$ cat src/rtl/fxl_pkg.sv
package fxl_pkg;
  localparam int VA_W       = 32;
  localparam int PAGE_SHIFT = 12;
  localparam int VPN_W      = VA_W - PAGE_SHIFT;
  localparam int PROT_LSBS  = 7;
  localparam int VALID_BIT  = 1;
  localparam int NSEC_BIT   = 3;
  localparam logic [11:0] OFS_TABLE_BASE = 12'h000;
  localparam logic [11:0] OFS_PROTECT    = 12'h214;

  typedef struct packed {
    logic rspHit;
    logic latchReq;
    logic rspWalk;
  } ctrlStrobes_t;

  typedef enum logic [1:0] {ST_IDLE, ST_RDREQ, ST_RDWAIT} fxlState_e;
endpackage

$ cat src/rtl/fxl_ctrl.sv
module fxl_ctrl
  import fxl_pkg::*;
(
  input  logic         clk,
  input  logic         rstN,
  input  logic         reqValid,
  input  logic         tlbHit,
  input  logic         memRspValid,
  output logic         reqReady,
  output logic         memRdValid,
  output ctrlStrobes_t strobes
);
  fxlState_e state, stateNext;

  always_comb begin
    stateNext = state;
    strobes   = '0;
    unique case (state)
      ST_IDLE: if (reqValid) begin
        if (tlbHit) strobes.rspHit = 1'b1;
        else begin
          strobes.latchReq = 1'b1;
          stateNext        = ST_RDREQ;
        end
      end
      ST_RDREQ: stateNext = ST_RDWAIT;
      ST_RDWAIT: if (memRspValid) begin
        strobes.rspWalk = 1'b1;
        stateNext       = ST_IDLE;
      end
      default: stateNext = ST_IDLE;
    endcase
  end

  always_ff @(posedge clk or negedge rstN)
    if (!rstN) state <= ST_IDLE;
    else       state <= stateNext;

  assign reqReady   = (state == ST_IDLE);
  assign memRdValid = (state == ST_RDREQ);


  single_read_chk: assert property (@(posedge clk) disable iff (!rstN)
    memRdValid |=> !memRdValid);

  miss_reads_chk: assert property (@(posedge clk) disable iff (!rstN)
    (reqValid && reqReady && !tlbHit) |=> memRdValid);

  busy_blocks_chk: assert property (@(posedge clk) disable iff (!rstN)
    (reqValid && reqReady && !tlbHit) |=> !reqReady);
endmodule

$ cat src/rtl/fxl_datapath.sv
module fxl_datapath
  import fxl_pkg::*;
#(
  parameter int ID_W        = 4,
  parameter int TLB_ENTRIES = 8
) (
  input  logic               clk,
  input  logic               rstN,
  input  logic               cfgWe,
  input  logic [11:0]        cfgAddr,
  input  logic [31:0]        cfgWdata,
  input  logic [VA_W-1:0]    reqIova,
  input  logic [ID_W-1:0]    reqId,
  input  ctrlStrobes_t       strobes,
  input  logic [31:0]        memRspData,
  output logic               tlbHit,
  output logic [VA_W-1:0]    memRdAddr,
  output logic               rspValid,
  output logic [VA_W-1:0]    rspPa,
  output logic               rspFault,
  output logic               rspNonSec,
  output logic [ID_W-1:0]    rspId,
  output logic               faultPulse,
  output logic [VA_W-1:0]    faultVa,
  output logic [ID_W-1:0]    faultId
);
  localparam int PTR_W = (TLB_ENTRIES > 1) ? $clog2(TLB_ENTRIES) : 1;
  localparam logic [PTR_W-1:0] LAST_SLOT = PTR_W'(TLB_ENTRIES - 1);

  logic [31:0]         tableBase, protectAddr;
  logic [VPN_W-1:0]    tagVpn [TLB_ENTRIES];
  logic [VPN_W-1:0]    tagPpn [TLB_ENTRIES];
  logic [TLB_ENTRIES-1:0] tagNs, tagVld, hitVec;
  logic [PTR_W-1:0]    rrPtr;
  logic [VA_W-1:0]     pendIova;
  logic [ID_W-1:0]     pendId;
  logic [VPN_W-1:0]    hitPpn;
  logic                hitNs;
  logic                baseWrite, descOk;

  assign baseWrite = cfgWe && (cfgAddr == OFS_TABLE_BASE);
  assign descOk    = memRspData[VALID_BIT];

  always_ff @(posedge clk or negedge rstN)
    if (!rstN) begin
      tableBase   <= '0;
      protectAddr <= '0;
    end else if (cfgWe) begin
      if (cfgAddr == OFS_TABLE_BASE) tableBase <= cfgWdata;
      if (cfgAddr == OFS_PROTECT)
        protectAddr <= {cfgWdata[31:PROT_LSBS], {PROT_LSBS{1'b0}}};
    end

  genvar g;
  generate
    for (g = 0; g < TLB_ENTRIES; g++) begin : g_slot
      assign hitVec[g] = tagVld[g] && (tagVpn[g] == reqIova[VA_W-1:PAGE_SHIFT]);
      always_ff @(posedge clk or negedge rstN)
        if (!rstN) begin
          tagVld[g] <= 1'b0;
          tagVpn[g] <= '0;
          tagPpn[g] <= '0;
          tagNs[g]  <= 1'b0;
        end else if (baseWrite) begin
          tagVld[g] <= 1'b0;
        end else if (strobes.rspWalk && descOk && rrPtr == PTR_W'(g)) begin
          tagVld[g] <= 1'b1;
          tagVpn[g] <= pendIova[VA_W-1:PAGE_SHIFT];
          tagPpn[g] <= memRspData[31:PAGE_SHIFT];
          tagNs[g]  <= memRspData[NSEC_BIT];
        end
    end
  endgenerate

  always_comb begin
    hitPpn = '0;
    hitNs  = 1'b0;
    for (int i = 0; i < TLB_ENTRIES; i++)
      if (hitVec[i]) begin
        hitPpn = hitPpn | tagPpn[i];
        hitNs  = hitNs | tagNs[i];
      end
  end
  assign tlbHit = |hitVec;

  always_ff @(posedge clk or negedge rstN)
    if (!rstN) rrPtr <= '0;
    else if (baseWrite) rrPtr <= '0;
    else if (strobes.rspWalk && descOk)
      rrPtr <= (rrPtr == LAST_SLOT) ? '0 : rrPtr + 1'b1;

  always_ff @(posedge clk or negedge rstN)
    if (!rstN) begin
      pendIova <= '0;
      pendId   <= '0;
    end else if (strobes.latchReq) begin
      pendIova <= reqIova;
      pendId   <= reqId;
    end

  assign memRdAddr = tableBase + {10'b0, pendIova[VA_W-1:PAGE_SHIFT], 2'b00};

  always_ff @(posedge clk or negedge rstN)
    if (!rstN) begin
      rspValid   <= 1'b0;
      rspPa      <= '0;
      rspFault   <= 1'b0;
      rspNonSec  <= 1'b0;
      rspId      <= '0;
      faultPulse <= 1'b0;
      faultVa    <= '0;
      faultId    <= '0;
    end else begin
      rspValid   <= strobes.rspHit || strobes.rspWalk;
      faultPulse <= strobes.rspWalk && !descOk;
      if (strobes.rspHit) begin
        rspPa     <= {hitPpn, reqIova[PAGE_SHIFT-1:0]};
        rspFault  <= 1'b0;
        rspNonSec <= hitNs;
        rspId     <= reqId;
      end else if (strobes.rspWalk) begin
        rspId <= pendId;
        if (descOk) begin
          rspPa     <= {memRspData[31:PAGE_SHIFT], pendIova[PAGE_SHIFT-1:0]};
          rspFault  <= 1'b0;
          rspNonSec <= memRspData[NSEC_BIT];
        end else begin
          rspPa     <= protectAddr;
          rspFault  <= 1'b1;
          rspNonSec <= 1'b0;
          faultVa   <= {pendIova[VA_W-1:PAGE_SHIFT], {PAGE_SHIFT{1'b0}}};
          faultId   <= pendId;
        end
      end
    end


  tlb_single_hit_chk: assert property (@(posedge clk) disable iff (!rstN)
    $onehot0(hitVec));

  protect_align_chk: assert property (@(posedge clk) disable iff (!rstN)
    (rspValid && rspFault) |-> (rspPa[PROT_LSBS-1:0] == '0));

  fault_pairs_rsp_chk: assert property (@(posedge clk) disable iff (!rstN)
    faultPulse |-> (rspValid && rspFault && faultVa[PAGE_SHIFT-1:0] == '0));

  fault_one_cycle_chk: assert property (@(posedge clk) disable iff (!rstN)
    faultPulse |=> !faultPulse);
endmodule

$ cat src/rtl/flat_iova_xlate.sv
module flat_iova_xlate
  import fxl_pkg::*;
#(
  parameter int ID_W        = 4,
  parameter int TLB_ENTRIES = 8
) (
  input  logic            clk,
  input  logic            rstN,
  input  logic            cfgWe,
  input  logic [11:0]     cfgAddr,
  input  logic [31:0]     cfgWdata,
  input  logic            reqValid,
  output logic            reqReady,
  input  logic [31:0]     reqIova,
  input  logic [ID_W-1:0] reqId,
  output logic            rspValid,
  output logic [31:0]     rspPa,
  output logic            rspFault,
  output logic            rspNonSec,
  output logic [ID_W-1:0] rspId,
  output logic            memRdValid,
  output logic [31:0]     memRdAddr,
  input  logic            memRspValid,
  input  logic [31:0]     memRspData,
  output logic            faultPulse,
  output logic [31:0]     faultVa,
  output logic [ID_W-1:0] faultId
);
  ctrlStrobes_t strobes;
  logic         tlbHit;

  fxl_ctrl u_ctrl (
    .clk(clk), .rstN(rstN), .reqValid(reqValid), .tlbHit(tlbHit),
    .memRspValid(memRspValid), .reqReady(reqReady),
    .memRdValid(memRdValid), .strobes(strobes)
  );

  fxl_datapath #(.ID_W(ID_W), .TLB_ENTRIES(TLB_ENTRIES)) u_dp (
    .clk(clk), .rstN(rstN), .cfgWe(cfgWe), .cfgAddr(cfgAddr),
    .cfgWdata(cfgWdata), .reqIova(reqIova), .reqId(reqId),
    .strobes(strobes), .memRspData(memRspData), .tlbHit(tlbHit),
    .memRdAddr(memRdAddr), .rspValid(rspValid), .rspPa(rspPa),
    .rspFault(rspFault), .rspNonSec(rspNonSec), .rspId(rspId),
    .faultPulse(faultPulse), .faultVa(faultVa), .faultId(faultId)
  );
endmodule

$ cat config.mk
export PLATFORM = sky130hd
export DESIGN_NAME = flat_iova_xlate
export DESIGN_NICKNAME = d
export VERILOG_FILES = /design/src/rtl/fxl_pkg.sv /design/src/rtl/fxl_ctrl.sv /design/src/rtl/fxl_datapath.sv /design/src/rtl/flat_iova_xlate.sv
export SDC_FILE = /design/constraint.sdc
export NUM_CORES = 1
export LEC_CHECK = 0
export BUFFER_PORTS_ARGS = -buffer_cell sky130_fd_sc_hd__buf_2
export CORE_MARGIN = 3
export CORE_UTILIZATION = 45
export CTS_CLUSTER_DIAMETER = 150
export DETAILED_ROUTE_END_ITERATION = 8
export SYNTH_ARGS = -nofsm -noshare
export SYNTH_HDL_FRONTEND = slang
export SYNTH_HIERARCHICAL = 1
export SYNTH_SLANG_ARGS = --single-unit
export TNS_END_PERCENT = 5
$ cat constraint.sdc
create_clock -name clk -period 3.2 [get_ports clk]
set_input_delay 0.64 -clock clk [delete_from_list [all_inputs] [get_ports clk]]
set_output_delay 0.64 -clock clk [all_outputs]
set_load 0.1 [all_outputs]
==> impl_results.md, run 1 <==
* Status: finished, violations left
* Violated checks: setup timing
* Critical path's top delay family: compound AO/OA/AOI/OAI gates
* # port buffers at slightly above 200
* Max-capacitance violation count at 0
* Syn. warnings at 6
* Post-synthesis cell count at approximately 1.9k
* FF-to-FF End: u_dp/faultVa[16]
* # fillers at just over 4k
* Row Count at between 80 and 90
* CP max stage cell: dfrtp_1
* Register-to-Register Path Depth at 9
* Vias in the first global route at 16.48k
* Min cycle time layout at 4028 ps
* Inserted Clock Buffers at 54
* Worst setup EP type: primary output
* First-pass detailed-route iteration total at 4
* Final critical-path share of the clock period at 125.9%
* FMAX at 248.3 MHz
* Final HPWL DP at around 45 mm
* Max_slew headroom at between 20% and 30%
* DRC Markers at 0
* Worst r2r src: u_dp/tagVpn[101]
* Hold Slack at 9.877 ps
* Area share of the largest cell type after synthesis at 53.55%
* Post-Syn Area at 23270 µm²
* Max clock buf depth at 3
* Total Power at around 26 mW
* Initial DRC Count at about 1.1k
* Clock power frac at a little under a quarter
* RSZ-0062 raised after global routing: true
* GPL Wtd Cong at roughly 0.85
* FF+latch count, synth at roughly 500
* Gr usage total at between 20% and 30%
* Remaining Overflow, GRT at 0
* WP data arrival at 3390 ps
* Top_reg_cell synth: dfrtp_1
* FFs w/ async S/R, synth at 100.0%
* Req. time, crit path at 2560 ps
* # clock sinks at between 400 and 500
* CP max stage delay at ~380 ps
* Mean Syn Cell Area at about 13 µm²
* Crit-path cells: ha_2, inv_2, fa_2, nor2b_4, o311ai_4, a221oi_2, o21ai_2, o221a_4, o22ai_4, nand4_1, xnor2_4, buf_12
* Largest net degree at the start of global routing at 97
* Final WS setup at -828.0 ps
* Initial Util at 46.01%
* Vias per Instance at ~5.6
* Setup WS pre-CTS at -646.9 ps
* Flop pwr share at a little over a third
* Worst Setup SP: u_dp/pendIova[12]
* Antenna Nets Post-Route at 0
* Clk Latency, worst-skew pair at a little over 600 ps
* Seq/Total Area, Yosys at a little over half
* Setup CP Type: flop to primary output
* Die ar. at around 54000 µm²
* Lkg Pwr at roughly 14 nW
* Worst Hold Class: primary input to asynchronous set/reset pin
* Critical path fanouts, max at 4
* CP Buf/Inv Count at 2
* CTS clock-pin slew for the worst setup and hold paths at around 60 ps
* EDFF count, synth at 0
* Combinational power share at between 40% and 50%
* Die H at around 230 µm
* Net switching component of the power at 10.88 mW
* First-pass GRT wire length at slightly above 100 mm
* P_int at roughly 15 mW
* Layout cells sized above 1 at 40.33%
* # IOs at 227
* Initial antenna violation count at 3
* Largest cells by area after synthesis: dfrtp_1 54%, mux2_2 17%, xnor2_1 4.4%
* Fin nets at between 2k and 2.5k
* Element type at the critical path start: flop
* Pins Over Slew Limit at 0
* Final hold violation count at 0
* Maximum VDD drop at approximately 0.00064 V
* H-tree Lvls at 2
* Switch share at around two fifths
* Commonest non-fill, non-tap cell in the layout: dfrtp_1
* DIE WIDTH at roughly 230 µm
* Area growth syn-to-layout at 23.78%
* PwrDens at roughly 900 nW/µm²
* Reg2Reg Setup Slack at around 30 ps
* Yosys top cell by area: dfrtp_1
* Worst-margin pin slew at between 1000 and 1500 ps
* Setup TNS at -11870 ps
* CTS tree: built
* Clock tree root buffer cell: clkbuf_16
* Core area at between 50000 and 60000 µm²
* Most frequent cells in the layout: 494 x dfrtp_1, 343 x mux2_2, 177 x buf_2
* WL final at between 60 and 70 mm
* Synth cell types at 58
* Setup Viol. Count Final at 23
* WL/cell at ~24 µm
* Via count at between 15k and 20k
* Clk_skew at 27.50 ps
[cells in the mapped netlist (2+ instances only)]
library cell  count
mux2_1           65
nand2b_1          5
nor3_1            6
nand2_1         142
o31ai_1           3
a211oi_1          6
and2_1            5
a31oi_1          30
buf_1            23
inv_1            15
clkbuf_1         38
nor2b_1          12
a21oi_2           2
or3_1             4
dfrtp_1         498
buf_4            18
nor4_2            8
nor4b_1           2
o21ai_1           3
nor2_1           61
buf_2            66
ha_1             26
xor2_1           68
o211ai_1          2
o21a_1            5
a21o_1            8
nand4_1          27
mux2_2          343
a22o_1           42
a221oi_1         43
mux2i_1          29
nor3b_1           2
nand3_1          15
and3_1            6
xnor2_1         116
nor4_1           20
a21oi_1          38
o21ai_0          36
o21bai_1          3
[layout make-up]
type	instances	area, µm²	area share (%)
Antenna cell	3	7.507	0.02606
Clock inverter	13	143.9	0.4995
Timing Repair Buffer	365	2922	10.14
Tap cell	672	840.8	2.919
Sequential cell	498	12470	43.28
Inverter	15	56.30	0.1955
Clock buffer	84	1645	5.712
Multi-Input combinational cell	1212	10720	37.22
[power groups by stage]
stage / Combinational [mW] / Clock (mW) / Sequential (mW)
after detailed placement: 10.3 / 0 / 9.33
after global placement: 10.2 / 0 / 9.24
final: 10.5 / 6.23 / 9.26
after floorplan: 4.69 / 0 / 11.8
after CTS: 10.4 / 6.37 / 9.23
after global routing: 11.0 / 6.64 / 9.46
[registers in the layout (all words and copies together), names as in the netlist, 8 cells and up]
signal            cells
u_dp/faultVa         20
u_dp/pendIova        32
u_dp/protectAddr     25
u_dp/rspPa           32
u_dp/tableBase       32
u_dp/tagNs            8
u_dp/tagPpn         160
u_dp/tagVld           8
u_dp/tagVpn         160
[how the worst max path moves through the flow]
stage	endpoint	cells past startpoint
after floorplan	memRdAddr[11]	9
after global placement	u_dp/faultVa[17]	10
after detailed placement	u_dp/faultVa[17]	10
after CTS	memRdAddr[30]	12
after global routing	memRdAddr[30]	12
final	memRdAddr[30]	12
[what timing repair did]
item | CTS | global route
hold buffers | 0 | 0
resized for setup | 26 | 27
setup buffers | 2 | 9
pin swaps | 12 | 19
endpoints found under the setup margin | 49 | 58
[kinds of logic (layout without fill, tap and decap cells)]
logic type               Yosys count  after routing  share of synthesized area, %
XOR/XNOR                         184            184                         6.925
AND/OR/NAND/NOR                  322            322                         6.764
other                              1             15                       0.01612
buffers and inverters            161            477                         3.275
flip-flops                       498            498                         53.55
adder cells (fa/ha/maj)           27             27                         1.484
multiplexers                     437            437                         20.99
AO/OA/AOI/OAI                    230            230                         6.990
[stage by stage]
stage,area [µm²],utilization [%],std cells
global route,28800,56.94,2861
global placement,26640,52.67,2751
finish,28800,56.95,2862
CTS,28570,56.49,2850
floorplan,23560,-,1871
detailed placement,26640,52.67,2751
[per-layer routing]
layer	share of wire (%)	vias up	track usage [%]
li1	-	7167	-
met2	47	429	40.78
met1	45	8331	34.68
met4	2.3	2	6.599
met3	5.3	100	3.707
met5	0.030	-	0
(Power assumes the default switching activity.)
==> inputs of run 2 (changes only) <==
- CORE_UTILIZATION: 45 -> 30
- clock period: 3.2 -> 5.1 ns (I/O delays scaled with it)
==> impl_results.md, run 2 (synthesis results as in run 1) <==
* Element type at the critical path start: flop
* DRC Markers at 0 (unchanged)
* Core area at 76330 µm² (+51%)
* Initial DRC Count at 784 (-26%)
* RSZ-0062 raised after global routing: true
* CTS clock-pin slew for the worst setup and hold paths at 60 ps (about the same)
* First-pass GRT wire length at 104.5 mm (+2.2%)
* Final critical-path share of the clock period at around 96%
* WP data arrival at 3890 ps (+500 ps)
* Vias in the first global route at 16.18k (-1.8%)
* Lkg Pwr at 13.03 nW (-6.3%)
* Setup TNS at 0 ps (+11870 ps)
* Max_slew headroom at 38.03% (+14 points)
* Initial Util at 30.49% (-16 points)
* Final WS setup at 192.7 ps (+1021 ps)
* Area growth syn-to-layout at 17.45%
* Final hold violation count at 0 (unchanged)
* # fillers at 7471 (+80%)
* Vias per Instance at 5.015 (-10%)
* Max-capacitance violation count at 0 (unchanged)
* Reg2Reg Setup Slack at 1970 ps (+1940 ps)
* Final HPWL DP at 45.57 mm (+0.38%)
* CTS tree: built
* H-tree Lvls at 2 (unchanged)
* Fin nets at 2164 (-5.5%)
* Worst r2r src: u_ctrl/state[1]
* Worst Setup SP: u_dp/pendIova[17]
* Antenna Nets Post-Route at 0 (unchanged)
* Setup CP Type: flop to primary output
* Inserted Clock Buffers at 51 (-5.6%)
* Maximum VDD drop at 0.0003320 V (-48%)
* Hold Slack at 466.8 ps (+456.9 ps)
* Die H at 284.5 µm (+22%)
* Critical path fanouts, max at 11 (+7)
* FMAX at slightly above 200 MHz
* Die ar. at 80940 µm² (+49%)
* WL/cell at 22.46 µm (-5.2%)
* Worst Hold Class: primary input to asynchronous set/reset pin
* # IOs at 227 (unchanged)
* Status: finished clean
* DIE WIDTH at 284.5 µm (+22%)
* Largest net degree at the start of global routing at 113 (+16%)
* Pins Over Slew Limit at 0 (unchanged)
* Register-to-Register Path Depth at 6 (-3)
* Biggest regs: u_dp/tagPpn x160, u_dp/tagVpn x160
* Critical Path Sink: memRdAddr[27]
* Max clock buf depth at 3 (unchanged)
* Req. time, crit path at 4080 ps (+1520 ps)
* Via count at 15.51k (-3.3%)
* Clock tree root buffer cell: clkbuf_16
* Layout cells sized above 1 at 34.17% (-6.2 points)
* Min cycle time layout at 4907 ps
* Gr usage total at 16.87% (-8.0 points)
* Setup WS pre-CTS at 643.9 ps (+1291 ps)
* Setup Viol. Count Final at 0 (-100%)
* # clock sinks at 498 (unchanged)
* Clk_skew at 28.64 ps (+1.141 ps)
* WL final at 69.45 mm (+2.5%)
* Worst-margin pin slew at 929.6 ps (-201.1 ps)
* Row Count at 101 (+23%)
* Worst setup EP type: primary output
* FF-to-FF End: u_dp/tagPpn[106]
* Initial antenna violation count at 8 (+5)
* Clk Latency, worst-skew pair at 600 ps (about the same)
* Setup repair bufs after CTS at 0 (-2)
* # port buffers at 204 (unchanged)
* PwrDens at 575.5 nW/µm² (-36%)
* Remaining Overflow, GRT at 0 (unchanged)
* First-pass detailed-route iteration total at 5 (+1)
* Most frequent cells in the layout: 496 x dfrtp_1, 343 x mux2_2, 195 x buf_2
* GPL Wtd Cong at 0.8708 (+2.0%)
* Commonest non-fill, non-tap cell in the layout: dfrtp_1
* Post-layout util at 35.81% (-21 points)
-- run 2: where the power goes --
| part | switching (mW) | total, mW | internal, mW |
|---|---|---|---|
| combinational | 4.16 | 5.75 | 1.60 |
| clock | 1.62 | 3.96 | 2.35 |
| sequential | 0.946 | 6.01 | 5.07 |
| total | 6.72 | 15.7 | 9.01 |
-- run 2: how the worst min path moves through the flow --
stage,startpoint,endpoint,cells past startpoint
after floorplan,u_dp/tagVld[4],u_dp/tagVld[4],2
after global placement,u_dp/tableBase[0],u_dp/tableBase[0],2
after detailed placement,u_dp/tagVld[5],u_dp/tagVld[5],2
after CTS,u_dp/tagVld[5],u_dp/tagVld[5],2
after global routing,u_dp/tableBase[13],u_dp/tableBase[13],2
final,rstN,u_dp/tagPpn[4],1
-- run 2: metal layers --
layer	global-route usage, %	routed length, µm
met1	22.31	31070
met2	28.40	33450
met3	3.344	3488
met4	4.128	1374
met5	0	69
-- run 2: layout make-up --
type	count	area [µm²]	area share (%)
Sequential cell	498	12460	45.61
Multi-Input combinational cell	1212	10220	37.38
Timing Repair Buffer	242	1515	5.544
Clock buffer	71	1491	5.457
Tap cell	1030	1289	4.715
Clock inverter	22	292.8	1.071
Inverter	15	56.30	0.2060
Antenna cell	2	5.005	0.01831
-- run 2: timing repair --
item	4_1_cts	5_1_grt
endpoints found under the setup margin	2	7
gates resized for setup	2	8
hold buffers	0	0
cloned	0	0
-- run 2: per-stage QoR --
stage / cell area (µm²) / cells / total power [mW]
after floorplan: 23310 / 1871 / 10.33
after global placement: 25510 / 2997 / 11.69
after detailed placement: 25510 / 2997 / 11.84
after CTS: 27290 / 3090 / 15.84
after global routing: 27330 / 3092 / 16.41
final: 27330 / 3092 / 15.73
-- run 2: critical path, cell delays in order (launching register included) --
cell and delay [ps]:
dfrtp_1 570, ha_2 500, nand3_1 80, or3_1 330, a211o_1 380, a21oi_2 220, o2111ai_1 180, a21oi_2 270
o31ai_1 120, xnor2_1 170, buf_2 460
==> inputs of run 3 (changes only) <==
--- a/config.mk
+++ b/config.mk
@@ -9,3 +9,3 @@
 export CORE_MARGIN = 3
-export CORE_UTILIZATION = 30
+export CORE_UTILIZATION = 39
 export CTS_CLUSTER_DIAMETER = 150
--- a/constraint.sdc
+++ b/constraint.sdc
@@ -3,2 +3,2 @@
 set_output_delay 1.02 -clock clk [all_outputs]
-set_load 0.1 [all_outputs]
+set_load 0.05 [all_outputs]
==> impl_results.md, run 3 (synthesis results as in run 1) <==
* Worst-margin pin slew at 1166 ps (+236.5 ps)
* Initial DRC Count at 1015 (+29%)
* Core area at 58360 µm² (-24%)
* # clock sinks at 498 (unchanged)
* # port buffers at 204 (unchanged)
* Initial Util at 39.88% (+9.4 points)
* Vias per Instance at 5.461 (+8.9%)
* Req. time, crit path at 4080 ps (about the same)
* H-tree Lvls at 2 (unchanged)
* Inserted Clock Buffers at 53 (+3.9%)
* Post-layout util at 46.26% (+10 points)
* Most frequent cells in the layout: 496 x dfrtp_1, 343 x mux2_2, 202 x buf_2
* Max-capacitance violation count at 0 (unchanged)
* Worst r2r src: u_dp/tagVpn[55]
* Vias in the first global route at 15.96k (-1.4%)
* Pins Over Slew Limit at 0 (unchanged)
* CTS tree: built
* Biggest regs: u_dp/tagPpn x160, u_dp/tagVpn x160
* Critical Path Sink: memRdAddr[26]
* Clock power frac at 28.1% (+2.9 points)
* GPL Wtd Cong at 0.8188 (-6.0%)
* Lkg Pwr at 13.05 nW (+0.15%)
* Clk Latency, worst-skew pair at 600 ps (about the same)
* Largest net degree at the start of global routing at 109 (-3.5%)
* First-pass GRT wire length at 101.2 mm (-3.1%)
* Final HPWL DP at 42.36 mm (-7.0%)
* Worst Hold Class: primary input to asynchronous set/reset pin
* DRC Markers at 0 (unchanged)
* Net switching component of the power at 5.305 mW (-21%)
* Initial antenna violation count at 6 (-2)
* Worst Setup SP: u_dp/pendIova[12]
* Commonest non-fill, non-tap cell in the layout: dfrtp_1
* Row Count at 88 (-13%)
* Die ar. at 62630 µm² (-23%)
* Setup TNS at 0 ps (unchanged)
* Max_slew headroom at 22.26% (-16 points)
* Combinational power share at 30.5% (-6.1 points)
* Critical path fanouts, max at 5 (-6)
* Remaining Overflow, GRT at 0 (unchanged)
* Final critical-path share of the clock period at 95.62% (-0.60 points)
* WL final at 67.06 mm (-3.4%)
* Dpl cells at 2734 (-8.8%)
* Reg2Reg Setup Slack at 1620 ps (-350 ps)
* FMAX at 205.1 MHz (+0.62%)
* Fin nets at 2168 (+0.18%)
* PwrDens at 533.4 nW/µm² (-7.3%)
* Max clock buf depth at 3 (unchanged)
* Die H at 250.3 µm (-12%)
* Setup CP Type: flop to primary output
* First-pass detailed-route iteration total at 5 (unchanged)
* Area growth syn-to-layout at 16.01%
* # IOs at 227 (unchanged)
* Antenna Nets Post-Route at 0 (unchanged)
* Clk_skew at 19.60 ps (-9.041 ps)
* Switch share at 36.85% (-5.9 points)
* Register-to-Register Path Depth at 9 (+3)
* Flop pwr share at 41.4% (+3.2 points)
* Min cycle time layout at 4877 ps (-30.47 ps)
* Worst setup EP type: primary output
* Setup Viol. Count Final at 0 (unchanged)
* Design Area, Final at 26990 µm² (-1.2%)
* Gr usage total at 21.16% (+4.3 points)
* DIE WIDTH at 250.3 µm (-12%)
* Element type at the critical path start: flop
* FF-to-FF End: u_dp/faultVa[30]
* RSZ-0062 raised after global routing: false
* Via count at 15.48k (-0.14%)
* WP data arrival at 3860 ps (-30 ps)
* Placed cell area at 25130 µm² (-1.5%)
* Final Non-Filler Cells at 2835 (-8.3%)
* Clock tree root buffer cell: clkbuf_16
* CTS clock-pin slew for the worst setup and hold paths at 60 ps (about the same)
* WL/cell at 23.65 µm (+5.3%)
* Status: finished clean
* P_int at 9.094 mW (+0.93%)
* Total Power at 14.40 mW (-8.5%)
* Layout cells sized above 1 at 34.19% (about the same)
* Maximum VDD drop at 0.0004296 V (+29%)
* Final hold violation count at 0 (unchanged)
## run 3: cell count changes in the layout (fill, tap and decap cells not counted), moves of 2 or more
| cell | previous run | this run |
|---|---|---|
| xnor2_1 | 114 | 116 |
| clkbuf_4 | 3 | 1 |
| buf_2 | 195 | 202 |
| clkbuf_16 | 51 | 54 |
| xnor2_2 | 2 | 0 |
| clkbuf_1 | 6 | 8 |
| buf_4 | 28 | 30 |
| buf_12 | 14 | 10 |
## run 3: area by class of cell
class / instances / area (µm²)
clock inverter: 23 / 280.3
tap: 765 / 957.2
antenna: 2 / 5.005
inverter: 15 / 56.30
sequential: 498 / 12460
clock buffer: 76 / 1574
multi-input combinational: 1212 / 10200
timing repair buffer: 244 / 1459
fill: 5278 / 31360
## run 3: repair_timing
action	4_1_cts	5_1_grt
hold buffers	0	0
endpoints found under the setup margin	0	5
resized for setup	0	3
setup buffers	0	0
## run 3: stage by stage
| stage | hold slack [ps] | worst slack, ps |
|---|---|---|
| after detailed placement | 459.8 | 669.5 |
| after CTS | 474.2 | 48.80 |
| after floorplan | 446.6 | 1016 |
| final | 476.4 | 223.2 |
| after global routing | 498.4 | 15.38 |
| after global placement | 458.0 | 695.6 |
## run 3: power groups by stage
stage / sequential, mW / combinational [mW] / clock [mW]
CTS: 5.96 / 4.44 / 4.14
floorplan: 6.49 / 2.48 / 0
global placement: 5.96 / 4.33 / 0
finish: 5.97 / 4.39 / 4.04
detailed placement: 6.02 / 4.42 / 0
global route: 6.09 / 4.73 / 4.30
## run 3: layer usage
| layer | part of all wire [%] | vias to the layer above | track usage [%] |
|---|---|---|---|
| met5 | 0.019 | - | 0 |
| met4 | 2.8 | 2 | 6.692 |
| met3 | 5.5 | 104 | 3.966 |
| met2 | 48 | 425 | 35.08 |
| met1 | 44 | 8044 | 28.14 |
| li1 | - | 6908 | - |
## run 3: worst max-delay path, stage by stage, from the launching register on
cell and delay [ps]:
dfrtp_1 450, ha_1 240, inv_1 70, fa_1 420, nor2b_1 200, o311ai_1 140, a221oi_1 310, buf_4 180
o21ai_1 100, o221a_2 270, o22ai_2 230, nand2_1 120, xnor2_1 230, clkbuf_4 280
## run 3: worst min path at each step
| stage | end |
|---|---|
| after global placement | u_dp/tagVld[5] |
| after global routing | u_dp/tagPpn[101] |
| final | u_dp/faultVa[21] |
| after detailed placement | u_dp/tableBase[0] |
| after floorplan | u_dp/tagVld[4] |
| after CTS | u_dp/tableBase[0] |
